--- src/rtl/spi_regif_slave.sv ---
module spi_regif_slave #(
  parameter int AW = 4,
  parameter int DW = 8
) (
  input  logic          clk,
  input  logic          rst_n,
  input  logic          sck,
  input  logic          cs,
  input  logic          mosi,
  output logic          miso,
  output logic          wr_en,
  output logic [AW-1:0] wr_addr,
  output logic [DW-1:0] wr_data,
  output logic [AW-1:0] rd_addr,
  input  logic [DW-1:0] rd_data,
  output logic          soft_rst
);
  localparam int BW = $clog2(DW);
  localparam int RD_BIT = 7;
  localparam int CMD_BIT = 4;
  localparam logic [DW-1:0] SRST_MASK = DW'(8'h58);

  logic [1:0] sck_sy, cs_sy, mosi_sy;
  logic sck_d;
  logic [BW-1:0] bit_cnt;
  logic [DW-2:0] rx_sh;
  logic [DW-1:0] tx_sh;
  logic in_data, cmd_ok, rd_mode, miso_r;
  logic [AW-1:0] addr;

  wire sck_s = sck_sy[1];
  wire cs_s = cs_sy[1];
  wire mosi_s = mosi_sy[1];
  wire sck_rise = cs_s & sck_s & ~sck_d;
  wire sck_fall = cs_s & ~sck_s & sck_d;
  wire [DW-1:0] rx_byte = {rx_sh, mosi_s};
  wire byte_done = sck_rise && (bit_cnt == BW'(DW-1));
  wire rd_active = in_data & cmd_ok & rd_mode;

  assign miso = miso_r;
  assign rd_addr = addr;

  always_ff @(posedge clk or negedge rst_n) begin
    if (!rst_n) begin
      sck_sy <= '0; cs_sy <= '0; mosi_sy <= '0; sck_d <= 1'b0;
      bit_cnt <= '0; rx_sh <= '0; tx_sh <= '0;
      in_data <= 1'b0; cmd_ok <= 1'b0; rd_mode <= 1'b0; miso_r <= 1'b0;
      addr <= '0; wr_en <= 1'b0; wr_addr <= '0; wr_data <= '0; soft_rst <= 1'b0;
    end else begin
      sck_sy <= {sck_sy[0], sck};
      cs_sy <= {cs_sy[0], cs};
      mosi_sy <= {mosi_sy[0], mosi};
      sck_d <= sck_s;
      wr_en <= 1'b0;
      soft_rst <= 1'b0;
      if (!cs_s) begin
        bit_cnt <= '0;
        in_data <= 1'b0;
        cmd_ok <= 1'b0;
        rd_mode <= 1'b0;
        miso_r <= 1'b0;
      end else begin
        if (sck_rise) begin
          bit_cnt <= bit_cnt + 1'b1;
          rx_sh <= rx_byte[DW-2:0];
        end
        if (byte_done) begin
          if (!in_data) begin
            in_data <= 1'b1;
            cmd_ok <= rx_byte[CMD_BIT];
            rd_mode <= rx_byte[RD_BIT];
            addr <= rx_byte[AW-1:0];
          end else if (cmd_ok && !rd_mode) begin
            wr_en <= 1'b1;
            wr_addr <= addr;
            wr_data <= rx_byte;
            soft_rst <= (addr == '0) && ((rx_byte & SRST_MASK) == SRST_MASK);
            addr <= addr + 1'b1;
          end
        end
        if (sck_fall && rd_active) begin
          if (bit_cnt == '0) begin
            miso_r <= rd_data[DW-1];
            tx_sh <= {rd_data[DW-2:0], 1'b0};
            addr <= addr + 1'b1;
          end else begin
            miso_r <= tx_sh[DW-1];
            tx_sh <= {tx_sh[DW-2:0], 1'b0};
          end
        end
      end
    end
  end

  assert_wr_in_frame_R2: assert property (@(posedge clk) disable iff (!rst_n)
    wr_en |-> $past(cs_s));
  assert_wr_pulse_R2: assert property (@(posedge clk) disable iff (!rst_n)
    wr_en |=> !wr_en);
  assert_srst_with_wr_R6: assert property (@(posedge clk) disable iff (!rst_n)
    soft_rst |-> (wr_en && wr_addr == '0 && wr_data[6] && wr_data[4] && wr_data[3]));
  assert_miso_idle_R8: assert property (@(posedge clk) disable iff (!rst_n)
    !cs_s |=> !miso);
  assert_ignored_quiet_R7: assert property (@(posedge clk) disable iff (!rst_n)
    (in_data && !cmd_ok) |-> (!wr_en && !miso));
  assert_read_no_write_R5: assert property (@(posedge clk) disable iff (!rst_n)
    rd_active |-> !wr_en);
endmodule

--- config.mk ---
export PLATFORM = sky130hd
export DESIGN_NAME = spi_regif_slave
export DESIGN_NICKNAME = d
export VERILOG_FILES = /design/src/rtl/spi_regif_slave.sv
export SDC_FILE = /design/constraint.sdc
export NUM_CORES = 1
export LEC_CHECK = 0
export ABC_CLOCK_PERIOD_IN_PS = 2000
export BUFFER_PORTS_ARGS = -buffer_cell sky130_fd_sc_hd__buf_2
export CAP_MARGIN = 40
export CORE_ASPECT_RATIO = 0.75
export CORE_MARGIN = 4
export CORE_UTILIZATION = 50
export DETAILED_ROUTE_END_ITERATION = 12
export PLACE_DENSITY = 0.68
export SYNTH_ARGS = -nofsm -noshare
export SYNTH_HDL_FRONTEND = slang
export SYNTH_SLANG_ARGS = --single-unit
--- constraint.sdc ---
create_clock -name clk -period 2 [get_ports clk]
set_input_delay 0.3 -clock clk [delete_from_list [all_inputs] [get_ports clk]]
set_output_delay 0.3 -clock clk [all_outputs]
set_load 0.005 [all_outputs]
Yosys cells after proc, flatten, opt, wreduce, memory -nomap -nowiden
Index checks and enable logic that the tools add are counted.

Memories kept: 0. Bits in latches: 0. Output and inout port bits: 19. Register bits after elaboration: 47. Logic and storage cells: 70. ROM bits: 0. Input port bits: 13. RAM bits: 0.

Multiply operators: 0. Bitwise logic cells: 8. $add $sub $neg: 2. Equal/unequal tests: 6. $lt $le $gt $ge: 0. Divide/modulo/power cells: 0. Shift-type cells: 0. Reductions and logical operators: 11. Muxes and demuxes: 27.

Operator list (number): 4-bit 2-to-1 mux (5); 1-bit 2-to-1 mux (19); 8-bit 2-to-1 mux (1); 1-bit AND (6); 3-bit == test (second input constant) (2); 3-bit 2-to-1 mux (2); 2-bit by 1-bit != test with 1-bit output (second input constant) (3); 2-bit AND reduction (3); 4-bit by 1-bit adder with 4-bit output (second input constant) (1); 1-bit logical AND (4); 4-bit zero test (1); 4-bit AND reduction (1); 3-bit by 1-bit adder with 3-bit output (second input constant) (1); 3-bit zero test (1); 2-bit != test (second input constant) (1); 1-bit NOT (2); 1-bit zero test (1).

Longest topological paths before layout
Gate-level depths: netlist (run 1).

Depth after elaboration: 7. Mapped depth: 7. Depth with buffers taken out: 6.

Least setup slack after synthesis (run 1)
OpenSTA, ideal clock, no wires.

Path kind: register -> register. Start point: register bit_cnt[0]. End point: register wr_addr[1]. Clock period less this slack: 1.763 ns. Data required time: 1.875 ns. Data arrival time: 1.638 ns. Cell stages (with the launch flop): 7. Setup slack: 0.237 ns. Setup time: 0.125 ns. Buffers on the path: 1. Cells stage by stage: dfrtp_1 -> ha_1 -> ha_1 -> nand4b_4 -> nor3_4 -> buf_6 -> mux2_2.

Word-level cells in the longest chain between the ends: 3.

RTL lines: start: declaration (line 25) `logic [BW-1:0] bit_cnt;`; start signal: assignment (line 64) `bit_cnt <= bit_cnt + 1'b1;`; 3-bit == test (line 37) `wire byte_done = sck_rise && (bit_cnt == BW'(DW-1));`; 1-bit logical AND (line 37); 4-bit AND reduction (no source line); end signal: assignment (line 75) `wr_addr <= addr;`; end: declaration (line 12) `output logic [AW-1:0] wr_addr,`.

No other way between the ends. A chain may end at the register's enable or synchronous reset.

Final worst setup path (run 1)
Start point: register bit_cnt[0]. End point: register addr[3] (netlist: rd_addr[3]).

Word-level cells in the longest chain between the ends: 5. Elaborated cells on any way between the ends: 6. Classes of those cells: eq/ne: 1; mux: 3; reduce/logical: 2.

RTL lines: 3-bit == test (line 37); 1-bit logical AND (line 37); 4-bit 2-to-1 mux (line 67) `if (byte_done) begin`; 4-bit 2-to-1 mux (line 82) `if (bit_cnt == '0) begin`; 4-bit 2-to-1 mux (*) (line 81) `if (sck_fall && rd_active) begin`; end signal: assignment (line 72) `addr <= rx_byte[AW-1:0];`; end signal: assignment (line 78) `addr <= addr + 1'b1;`; end signal: assignment (line 85) `addr <= addr + 1'b1;`; end: declaration (line 29) `logic [AW-1:0] addr;`.

Mark *: on every way between the ends. The rest lies on a longest branch, timed or not.

==> results of run 1 <==
## kinds of logic after synthesis
logic type | after synthesis | share of synthesized area [%]
compound gates | 24 | 7.57
xor+xnor | 1 | 0.438
fa+ha+maj | 5 | 3.13
buf+inv | 14 | 3.25
flops | 46 | 57.6
mux | 27 | 14.7
simple gates | 46 | 13.3
## critical path: stages, from the launching register on
cell and delay [ns]:
dfrtp_1 0.37, ha_1 0.16, ha_1 0.19, nand4b_4 0.19
or4_1 0.56, o311a_1 0.15, o221ai_2 0.13
## cell type report
| class | count | area (µm²) |
|---|---|---|
| clock buffers | 5 | 68.8 |
| clock inverters | 3 | 25.0 |
| fillers | 329 | 1410 |
| inverters | 8 | 30.0 |
| multi-input cells | 103 | 783 |
| flip-flops and latches | 46 | 1150 |
| well taps | 52 | 65.1 |
| repair buffers | 38 | 223 |
## timing repair
action / CTS / global route
hold buffers: 1 / 0
endpoints found under the hold margin: 14 / 0
setup endpoints to repair: 0 / 0
gates resized for setup: 0 / 0
## cell usage in the layout, fill, tap and decap left out, types with 2 or more instances in the layout
cell type	instances
buf_4	5
o21ai_0	9
a21boi_0	2
clkbuf_8	5
a21oi_1	7
buf_2	31
nand2_1	9
nor3_1	2
nor2b_1	5
nand2b_1	3
mux2_2	18
dfrtp_1	46
mux2i_1	8
nor2_1	13
inv_1	8
ha_1	5
and2_1	2
nand3_1	3
## worst paths after layout
path	start	to	slack [ns]	cells after the start
min reg2reg	sck_sy[0]	sck_sy[1]	0.36	0
max in group asynchronous	rst_n	rx_sh[5]	1.02	3
min in group asynchronous	rst_n	rd_addr[0]	0.43	2
max reg2reg	bit_cnt[0]	rd_addr[3]	0.18	6
min	mosi	mosi_sy[0]	0.1	1
max	bit_cnt[0]	rd_addr[3]	0.18	6
## state kept, by name, summed over array words and instances (netlist names), 2 cells and up
register and count:
rd_addr 4, wr_addr 4, cs_sy 2, sck_sy 2, wr_data 8, rx_sh 7
bit_cnt 3, tx_sh 7, mosi_sy 2
## metrics by stage
stage	total power [mW]	setup slack (ns)	util, %
2_1_floorplan	1.16	0.237	-
6_report	1.78	0.176	62.5
3_3_place_gp	1.22	0.290	59.7
5_1_grt	1.89	0.0948	62.5
3_5_place_dp	1.23	0.186	59.7
4_1_cts	1.81	0.169	62.5
## metal layers
metal | up-vias | routed length, µm | global-route usage, %
met5 | - | 0 | 0
met4 | 0 | 68 | 6.96
met3 | 7 | 161 | 4.76
met2 | 28 | 1600 | 22.8
met1 | 634 | 1710 | 23.0
li1 | 640 | - | -
## where the power goes
group | internal, mW | switching (mW)
combinational | 0.0892 | 0.0614
clock | 0.252 | 0.321
sequential | 0.996 | 0.0615
total | 1.34 | 0.444
==> impl_metrics.json, run 1 <==
{
  "grt_usage_pct": 16.2,
  "min_period_ns": 1.82,
  "ys_types": 35,
  "fin_hold_ws_ns": 0.0976,
  "synth-seq-cells": 46,
  "async_flop_share_pct": 100,
  "crit_arrival_ns": 2.05,
  "p_leak_nw": 1.17,
  "path_class": "reg2reg",
  "htreeDepth": 2,
  "grt_max_degree": 18,
  "antenna_found_initial": 0,
  "synth_ff_type": "dfrtp_1",
  "yosysMostFrequentCell": "dfrtp_1",
  "period_share_pct": 91.2,
  "viasPerCell": 5.13,
  "fmax_mhz": 548,
  "syn_nets": 181,
  "fin_skew_ns": 0.0118,
  "fin_cells": 255,
  "crit_fanout": 9,
  "synth_area_per_cell_um2": 12.3,
  "yosysTopAreaCellShare_pct": 57.6,
  "core_area_um2": 3760,
  "overflow": 0,
  "yosys_warnings": 0,
  "yosysSeqAreaShare_pct": 57.6,
  "synth.area.top_cells": "dfrtp_1, mux2_2, mux2i_1",
  "tns_ns": 0,
  "ir_worst_vdd_mv": 0.526,
  "port_buffers": 31,
  "dp_cells": 246,
  "rsz0062_at_grt": "no",
  "diodes": 0,
  "path_clk_slew_ns": 0.09,
  "cp_data_required_time_ns": 2.23,
  "firstDrtPassIters": 4,
  "cts.sinks": 46,
  "hold_class": "in2reg",
  "relSlewSlack_pct": 63.7,
  "synth_edf_count": 0,
  "synth_area_leader_cell": "dfrtp_1",
  "postRouteAntennaNets": 0,
  "cts_root_buf": "clkbuf_8",
  "post-cts-setup-buffers": 0,
  "dieArea_um2": 5090,
  "drv_cap": 0,
  "wl_per_cell_um": 13.9,
  "cts_buffer_depth": 2,
  "end_kind": "register",
  "fin_area_um2": 2350,
  "cts_inserted_buffers": 5,
  "nets": 220,
  "die_h_um": 62.8,
  "grt_pass1_wl_mm": 6.24,
  "placed_cell_area_um2": 2240,
  "grt_pass1_vias": 1338,
  "area.growth.synth_to_final_pct": 17.3,
  "finalSetupViolCount": 0,
  "drt_iter0_drc": 63,
  "drive_gt1_share_pct": 33.5,
  "tightest_slew_ns": 0.544,
  "cts_tree": "done",
  "worstSkewPairLatency_ns": 0.30,
  "power.density_nw_per_um2": 760,
  "rows": 19,
  "die_w_um": 81.0,
  "drc": 0,
  "boundaryPins": 32,
  "routed_wl_mm": 3.54,
  "synth_common_cells": "dfrtp_1, mux2_2, nor2_1, nand2_1, o21ai_0",
  "start_kind": "register",
  "dr_total_vias": 1309,
  "synthCells": 163,
  "gp_congestion": 0.798,
  "synth_area_um2": 2000,
  "hold_viol_final": 0,
  "outcome": "complete, no violations",
  "maxSlewViolCount": 0,
  "start_util_pct": 53.2,
  "dp_hpwl_mm": 2.66
}
Note: power is estimated with default switching activity, not from simulation.
==> inputs of run 2 (changes only) <==
HOLD_SLACK_MARGIN = 0.1   (was unset)
==> impl_metrics.json, run 2 (synthesized netlist as in run 1, its figures left out) <==
{
  "outcome": "complete, no violations",
  "largest_reg_flops": 8,
  "reg2reg_depth": 6,
  "tightest_slew_ns": 0.541,
  "fmax_mhz": 549,
  "final_core_util_pct": 63.3,
  "worstSkewPairLatency_ns": 0.30,
  "postRouteAntennaNets": 0,
  "drive_gt1_share_pct": 33.0,
  "grt_pass1_vias": 1365,
  "die_w_um": 81.0,
  "antenna_found_initial": 0,
  "rows": 19,
  "htreeDepth": 2,
  "hold_class": "in2reg",
  "final_cell_mix": "dfrtp_1, buf_2, mux2_2",
  "start_util_pct": 53.2,
  "drc": 0,
  "hold_viol_final": 0,
  "crit_fanout": 9,
  "cts_root_buf": "clkbuf_8",
  "die_h_um": 62.8,
  "period_share_pct": 91.1,
  "end_kind": "register",
  "nets": 223,
  "dieArea_um2": 5090,
  "cts_tree": "done",
  "drv_cap": 0,
  "cts_inserted_buffers": 5,
  "wl_per_cell_um": 13.8,
  "overflow": 0,
  "area.growth.synth_to_final_pct": 18.8,
  "drt_iter0_drc": 63,
  "path_class": "reg2reg",
  "ir_worst_vdd_mv": 0.526,
  "tns_ns": 0,
  "boundaryPins": 32,
  "viasPerCell": 5.12,
  "grt_pass1_wl_mm": 6.32,
  "min_period_ns": 1.82,
  "rsz0062_at_grt": "no",
  "maxSlewViolCount": 0,
  "core_area_um2": 3760,
  "fin_skew_ns": 0.0118,
  "finalSetupViolCount": 0,
  "diodes": 0,
  "cts.sinks": 46,
  "gp_congestion": 0.798,
  "grt_max_degree": 18,
  "start_kind": "register",
  "relSlewSlack_pct": 63.9,
  "top_register": "wr_data",
  "cts_buffer_depth": 2,
  "power.total_mw": 1.79,
  "dp_hpwl_mm": 2.66,
  "port_buffers": 31,
  "grt_usage_pct": 16.4,
  "dr_total_vias": 1322,
  "min_path_cells": 3,
  "worst_slack_ns": 0.177,
  "largestRegisters": "wr_data (8), rx_sh (7), tx_sh (7)",
  "path_clk_slew_ns": 0.09,
  "cp_data_required_time_ns": 2.23,
  "final_common_cell": "dfrtp_1",
  "power.density_nw_per_um2": 752,
  "p_leak_nw": 1.18,
  "crit_arrival_ns": 2.05,
  "fin_hold_ws_ns": 0.236,
  "firstDrtPassIters": 4,
  "pre_cts_slack_ns": 0.186,
  "routed_wl_mm": 3.57
}
## run 2: path summary, 6_finish.rpt
path	endpoint	startpoint	slack, ns
min in group asynchronous	rd_addr[0]	rst_n	0.43
worst min-delay path	tx_sh[1]	rd_data[0]	0.24
max in group asynchronous	rx_sh[5]	rst_n	1.02
worst max-delay path	rd_addr[3]	bit_cnt[0]	0.18
worst min register to register	sck_sy[1]	sck_sy[0]	0.36
worst max register to register	rd_addr[3]	bit_cnt[0]	0.18
## run 2: routing by layer
metal / track usage, % / wire [µm] / vias to the layer above
met3: 4.76 / 157 / 7
met1: 23.1 / 1720 / 641
met2: 23.4 / 1620 / 28
met4: 6.96 / 68 / 0
met5: 0 / 0 / -
li1: - / - / 646
## run 2: worst max-delay path: stages, from the launching register on
cell      delay (ns)
dfrtp_1         0.36
ha_1            0.16
ha_1            0.19
nand4b_4        0.19
or4_1           0.56
o311a_1         0.15
o221ai_2        0.13
## run 2: stage by stage
stage | cell area [µm²] | std cells
after floorplan | 2000 | 163
after global placement | 2240 | 246
after detailed placement | 2240 | 246
after CTS | 2380 | 258
after global routing | 2380 | 258
final | 2380 | 258
## run 2: repair_timing
action                                 CTS  global route
hold buffers                             4             0
resized for setup                        0             0
endpoints found under the hold margin   17             0
setup buffers                            0             0
## run 2: cell type report
type	count	area (µm²)
fillers	327	1380
multi-input cells	103	783
flip-flops and latches	46	1150
inverters	8	30.0
clock buffers	5	68.8
well taps	52	65.1
repair buffers	41	253
clock inverters	3	25.0
## run 2: power by group
part	switching [mW]	total (mW)	internal (mW)	leakage (nW)
clock network	0.321	0.573	0.252	0.0447
logic	0.0621	0.155	0.0930	0.557
registers	0.0617	1.06	0.996	0.578
==> inputs of run 3 (changes only) <==
SETUP_SLACK_MARGIN = 0.2   (was unset)
==> impl_metrics.json, run 3 (synthesized netlist as in run 1, its figures left out) <==
{
  "crit_fanout": 17,
  "path_delay_family": "flip-flops",
  "firstDrtPassIters": 4,
  "cts_tree": "done",
  "area.growth.synth_to_final_pct": 20.2,
  "cts_inserted_buffers": 5,
  "worst_slack_ns": 0.295,
  "port_buffers": 31,
  "grt_pass1_wl_mm": 6.38,
  "dr_total_vias": 1343,
  "start_kind": "register",
  "end_kind": "register",
  "dieArea_um2": 5090,
  "cts.sinks": 46,
  "seq_area_um2": 1150,
  "antenna_found_initial": 0,
  "relSlewSlack_pct": 64.3,
  "rsz0062_at_grt": "no",
  "fin_hold_ws_ns": 0.232,
  "htreeDepth": 2,
  "boundaryPins": 32,
  "grt_pass1_vias": 1381,
  "p_comb_share_pct": 8.7,
  "die_w_um": 81.0,
  "multi_input_area_um2": 796,
  "dp_hpwl_mm": 2.66,
  "power.density_nw_per_um2": 747,
  "grt_usage_pct": 16.5,
  "slowest_delay_ns": 0.37,
  "seq_power_share_pct": 59.0,
  "power_frac_clock_pct": 32.3,
  "hold_viol_final": 0,
  "drt_iter0_drc": 49,
  "p_leak_nw": 1.19,
  "path_class": "reg2reg",
  "worstSkewPairLatency_ns": 0.30,
  "power.total_mw": 1.79,
  "viasPerCell": 5.17,
  "finalSetupViolCount": 0,
  "hold_class": "in2reg",
  "final_cell_mix": "dfrtp_1, buf_2, mux2_2",
  "routed_wl_mm": 3.60,
  "swShare_pct": 25.2,
  "rows": 19,
  "drv_cap": 0,
  "tns_ns": 0,
  "fin_cells": 260,
  "crit_buf_inv": 1,
  "cp_data_required_time_ns": 2.18,
  "tightest_slew_ns": 0.535,
  "drc": 0,
  "pre_cts_slack_ns": 0.186,
  "drive_gt1_share_pct": 34.6,
  "min_period_ns": 1.71,
  "largest_reg_flops": 8,
  "nets": 225,
  "top_register": "wr_data",
  "maxSlewViolCount": 0,
  "grt_max_degree": 18,
  "worst_path_max_delay_cell": "dfrtp_1",
  "fillCellCount": 323,
  "core_area_um2": 3760,
  "final_common_cell": "dfrtp_1",
  "fin_skew_ns": 0.0138,
  "largestRegisters": "wr_data (8), rx_sh (7), tx_sh (7)",
  "wl_per_cell_um": 13.9,
  "diodes": 0,
  "die_h_um": 62.8,
  "path_clk_slew_ns": 0.10,
  "ir_worst_vdd_mv": 0.532,
  "crit_chain": "ha_1 -> ha_2 -> nand4b_4 -> nor3_4 -> buf_12 -> mux2_2",
  "period_share_pct": 85.3,
  "cts_root_buf": "clkbuf_8",
  "gp_congestion": 0.798,
  "fmax_mhz": 586,
  "intPower_mw": 1.34,
  "switchingPower_mw": 0.452,
  "postRouteAntennaNets": 0,
  "crit_arrival_ns": 1.89,
  "outcome": "complete, no violations",
  "cts_buffer_depth": 2,
  "overflow": 0,
  "dp_cells": 246,
  "start_util_pct": 53.2
}
==> run 3: cell types whose count changed in the layout (fill, tap and decap cells not counted), sizes merged <==
cell	change
buf	+2
==> run 3: tightest hold or removal path: cells and delay by family <==
family                 cells  cell delay (ns)
AND/OR/NAND/NOR            2             0.13
buffers and inverters      1             0.08
==> run 3: through the flow <==
stage | area, µm² | utilization [%]
after CTS | 2390 | 63.7
after global routing | 2400 | 64.0
final | 2400 | 64.0
after floorplan | 2000 | -
after detailed placement | 2240 | 59.7
after global placement | 2240 | 59.7
==> run 3: repair_timing <==
item                                    4_1_cts  5_1_grt
gates resized for setup                       0        3
endpoints found under the setup margin        1        2
hold endpoints to repair                     17        0
pin swaps                                     0        1
hold buffers                                  4        0
setup buffers                                 2        0
==> run 3: layout make-up <==
type                    instances  share of cell area (%)
clock buffers                   5                    2.86
clock inverters                 3                    1.04
inverters                       8                    1.25
multi-input cells             103                    33.1
flip-flops and latches         46                    47.9
well taps                      52                    2.71
repair buffers                 43                    11.1
==> run 3: power groups by stage <==
stage               clock network, mW  registers, mW  logic (mW)
floorplan                           0           1.05       0.104
global placement                    0           1.08       0.145
detailed placement                  0           1.08       0.150
CTS                             0.593           1.06       0.158
global route                    0.648           1.07       0.177
finish                          0.580           1.06       0.156
==> run 3: path summary, 6_finish.rpt <==
kind	startpoint	endpoint	slack [ns]	depth (start not counted)
setup / recovery	bit_cnt[0]	wr_data[3]	0.29	6
hold reg to reg	sck_sy[0]	sck_sy[1]	0.36	0
hold / removal	rd_data[0]	tx_sh[1]	0.23	3
max in group asynchronous	rst_n	rx_sh[5]	1.03	3
min in group asynchronous	rst_n	rd_addr[0]	0.43	2
setup reg to reg	bit_cnt[0]	wr_data[3]	0.29	6
==> run 3: routing by layer <==
layer  global-route usage, %  vias up  wire length, µm
li1                        -      653                -
met3                    4.76        7              154
met5                       0        -                0
met2                    23.7       30             1670
met1                    23.3      653             1710
met4                    6.96        0               68
